### config.mk
export PLATFORM = sky130hd
export DESIGN_NAME = act_ctrl
export DESIGN_NICKNAME = d
export VERILOG_FILES = /design/src/rtl/act_ctrl.sv
export SDC_FILE = /design/constraint.sdc
export NUM_CORES = 1
export LEC_CHECK = 0
export ABC_CLOCK_PERIOD_IN_PS = 800
export BUFFER_PORTS_ARGS = -buffer_cell sky130_fd_sc_hd__buf_4
export CAP_MARGIN = 10
export CORE_AREA = 2 2 39 41
export DETAILED_ROUTE_END_ITERATION = 16
export DIE_AREA = 0 0 41 43
export HOLD_SLACK_MARGIN = 0.05
export MAX_ROUTING_LAYER = met4
export PLACE_DENSITY = 0.62
export SLEW_MARGIN = 25
export SYNTH_ARGS = -nofsm -noshare
export SYNTH_HDL_FRONTEND = slang
export SYNTH_SLANG_ARGS = --single-unit
### constraint.sdc
create_clock -name clk -period 0.8 [get_ports clk]
set_input_delay 0.08 -clock clk [delete_from_list [all_inputs] [get_ports clk]]
set_output_delay 0.08 -clock clk [all_outputs]
set_load 0.01 [all_outputs]
### src/rtl/act_ctrl.sv
module act_ctrl #(
  parameter int ADDR_W = 4,
  parameter int N_ACT  = 7
) (
  input  logic              clk,
  input  logic              rst,
  input  logic              io_en,
  input  logic [ADDR_W-1:0] addr,
  output logic [N_ACT-1:0]  act_q
);
  localparam int SEL_W = ADDR_W - 1;

  logic [SEL_W-1:0] sel;
  logic             off_cmd;
  logic [N_ACT-1:0] hit;

  assign sel     = addr[SEL_W-1:0];
  assign off_cmd = addr[ADDR_W-1];

  always_comb begin
    hit = '0;
    for (int i = 0; i < N_ACT; i++)
      hit[i] = io_en && (int'(sel) == i);
  end

  always_ff @(posedge clk) begin
    if (rst)          act_q <= '0;
    else if (off_cmd) act_q <= act_q & ~hit;
    else              act_q <= act_q | hit;
  end

  AST_RESET_CLEARS: assert property (@(posedge clk) rst |=> act_q == '0);
  AST_IDLE_HOLDS: assert property (@(posedge clk) disable iff (rst)
    !io_en |=> $stable(act_q));
  AST_SET_BIT: assert property (@(posedge clk) disable iff (rst)
    (io_en && !addr[ADDR_W-1] && int'(addr[SEL_W-1:0]) < N_ACT)
      |=> act_q[$past(addr[SEL_W-1:0])]);
  AST_CLEAR_BIT: assert property (@(posedge clk) disable iff (rst)
    (io_en && addr[ADDR_W-1] && int'(addr[SEL_W-1:0]) < N_ACT)
      |=> !act_q[$past(addr[SEL_W-1:0])]);
  AST_ONE_BIT: assert property (@(posedge clk) disable iff (rst)
    io_en |=> $countones(act_q ^ $past(act_q)) <= 1);
  AST_NOOP: assert property (@(posedge clk) disable iff (rst)
    (io_en && int'(addr[SEL_W-1:0]) >= N_ACT) |=> $stable(act_q));
endmodule

; Yosys cells after proc, flatten, opt, wreduce, memory -nomap -nowiden
; Cells that the tools add are included.
[classes]
reduce_logical = 8
mux = 1
eq_ne = 6
n_bitwise = 3
[ops]
columns = cell, count
row1 = == test 3 bit (second input constant), 4
row2 = bitwise AND 7 bit, 1
row3 = logical AND 1 bit, 7
row4 = 2-to-1 mux 7 bit, 1
row5 = NOT 7 bit, 1
row6 = OR 7 bit, 1
row7 = == test 3 x 2 -> 1 bit (second input constant), 2
row8 = logical NOT 3 bit, 1
[totals]
word_cells = 19
reg_bits = 7

; Logic depth before layout (Yosys ltp)
[logic_depth]
depth_word = 5
depth_mapped = 3
depth_no_buf = 2

; Worst setup path after synthesis
; No wires, ideal clock.
[synth_timing]
kind = input to register
from = in addr[1]
to = reg with a tool-made name
setup_slack_ns = 0.187
cell_stages = 2
setup_ns = 0.072
n_path_buf = 0
arrival_time_ns = 0.542
path_cell_list = nor4b_2 -> mux2i_1
[synth_rtl]
columns = item, line
row1 = start: declaration, 8  ; input logic [ADDR_W-1:0] addr,

==> impl_metrics.tcl <==
set metrics [dict create \
    drt-total-wl_um 739 \
    p_sw_share_pct 24.6 \
    hp-class "in2reg" \
    cts_buffer_depth 2 \
    postRouteAntennaNets 0 \
    crit_type "reg2out" \
    reg2reg_depth 2 \
    portBuffers 13 \
    synth_nets 37 \
    powerDensity_nw_per_um2 1510 \
    cts_buffers 3 \
    ff2ff_setup_slack_ns 0.20 \
    p_sw_uw 201 \
    die_h_um 43 \
    synth_flop_cell "dfxtp_1" \
    syn2layout_area_growth_pct 57.1 \
    yosysTopAreaCell "dfxtp_1" \
    htreeDepth 1 \
    cp_data_required_time_ns 0.72 \
    grt_pass1_vias 270 \
    cts_root_buffer "clkbuf_4" \
    drt_iter0_markers 3 \
    drive_gt1_share_pct 55.1 \
    clock_power_share_pct 42.4 \
    clkSlewWorstSetupHoldPaths_ns 0.06 \
    setup_violations 0 \
    row_count 14 \
    dp.cells 61 \
    synth_area_leaders "dfxtp_1 (41%), mux2i_1 (20%), nand2b_1 (13%)" \
    path_buf_inv 1 \
    crit_fanout 2 \
    hold_start "addr[2]" \
    synth-async-reset-ratio_pct 0 \
    initial_core_util_pct 24.9 \
    layout.cells.non_filler 65 \
    relSlewSlack_pct 84.4 \
    first_pass_iters 2 \
    clock_latency_ns 0.26 \
    seqCellArea_sq_um 149 \
    cts.sinks 7 \
    groute.usage.overall_pct 10.5 \
    ys_warn_count 0 \
    synth_area_per_cell_sq_um 11.5 \
    netlist_instances 30 \
    num_vias 299 \
    grt_max_degree 8 \
    fmax_mhz 1280 \
    min_period_over_period_pct 97.6 \
    period_minus_slack_ns 0.781 \
    core-area_sq_um 1380 \
    routed_via_density 4.60 \
    p_int_uw 616 \
    nFillCells 136 \
    path_delay_family "flip-flops" \
    pwr-share-seq_pct 44.4 \
    endpoint_kind "primary output" \
    final_hold_viol_count 0 \
    dpl_cell_area_sq_um 479 \
    start_kind "flip-flop" \
    cpPeakStageDelay_ns 0.32 \
    worstMarginPinSlew_ns 0.233 \
    grt_overflow 0 \
    yosys-top-cells-count "dfxtp_1 (7), mux2i_1 (7), nand2b_1 (7)" \
    ys_seq_elements 7 \
    synth_top_area_share_pct 40.7 \
    synth_cell_types 8 \
    n_antenna_cell 0 \
    ir_drop_v 0.000739 \
    final_nets 57 \
    drc 0 \
    syn_area_sq_um 344 \
    multi_input_area_sq_um 199 \
    whs_path_depth 3 \
    die-area_sq_um 1760 \
    antenna_found_initial 0 \
    worstPathCellList "buf_6" \
    maxSlewViolCount 0 \
    cap_violations 0 \
    arrival_ns 0.70 \
    p_leak_uw 0.000235 \
    combPwrFrac_pct 13.2 \
    grt_pass1_wl_mm 1.13 \
    outcome "finished, final reports clean" \
    final_design_area_no_fill_sq_um 541 \
    synth-seq-area-share_pct 40.7 \
    crit_slowest_cell "dfxtp_2" \
    cts_tree "done" \
    postCtsSetupRepairBufs 0 \
    finClkSkew_ns 0 \
    routabilityCongestion 0.706 \
    wl_per_cell_um 11.4 \
    dp_hpwl_um 502 \
    synth-edff-count 0 \
    die_w_um 41 \
    boundaryPins 14 \
]
[layer usage]
metal,wire (um),vias to the layer above,track usage [%]
met1,306,138,10.7
met3,68,2,4.71
met4,19,0,10.0
met2,345,12,14.1
met5,0,-,-
li1,-,147,-
[metrics by stage]
step                hold WS (ns)  total power, uW  utilization (%)  TNS (ns)  setup WS (ns)
finish                     0.131              817             39.1         0         0.0194
global route               0.153              857             39.1  -0.00131       -0.00131
CTS                        0.121              820             36.7         0       0.000111
detailed placement         0.409              472             34.6         0         0.0183
global placement           0.404              471             34.6         0         0.0312
floorplan                  0.260              407                -         0          0.187
[cell type report]
cell class	count	area share, %
multi-input cells	22	36.8
well taps	16	3.70
flip-flops and latches	7	27.5
repair buffers	16	27.1
clock buffers	4	4.86
[cell families (layout without fill, tap and decap cells)]
group / after synthesis / count (layout) / share of synthesized area, %
flops: 7 / 7 / 40.7
buf+inv: 1 / 20 / 1.45
simple gates: 15 / 15 / 37.5
mux: 7 / 7 / 20.4
[repair_timing]
| item | in CTS | in global routing |
|---|---|---|
| hold buffers | 0 | 0 |
| resized for setup | 2 | 12 |
| endpoints found under the setup margin | 2 | 7 |
[worst max path at each step]
| stage | start | end | slack [ns] | depth (start not counted) |
|---|---|---|---|---|
| floorplan | addr[1] | flip-flop | 0.19 | 2 |
| global placement | addr[1] | flip-flop | 0.03 | 3 |
| detailed placement | addr[1] | flip-flop | 0.02 | 3 |
| CTS | flip-flop | act_q[0] | 0.0001 | 1 |
| global route | flip-flop | act_q[6] | -0.001 | 1 |
| finish | flip-flop | act_q[6] | 0.02 | 1 |
[power by group through the flow]
stage               Combinational (uW)  Clock (uW)  Sequential [uW]
global placement                   103           0              368
finish                             107         346              363
detailed placement                 104           0              368
CTS                                104         355              361
floorplan                         36.0           0              371
global route                       116         377              364
[placed cells by master, fill, tap and decap left out, drive strengths merged]
cell type  count
and4bb         3
nand2b         7
nand4b         3
nor4b          1
clkbuf         4
mux2i          7
buf           16
or2            1
dfxtp          7
Note: power is estimated with default switching activity, not from simulation.
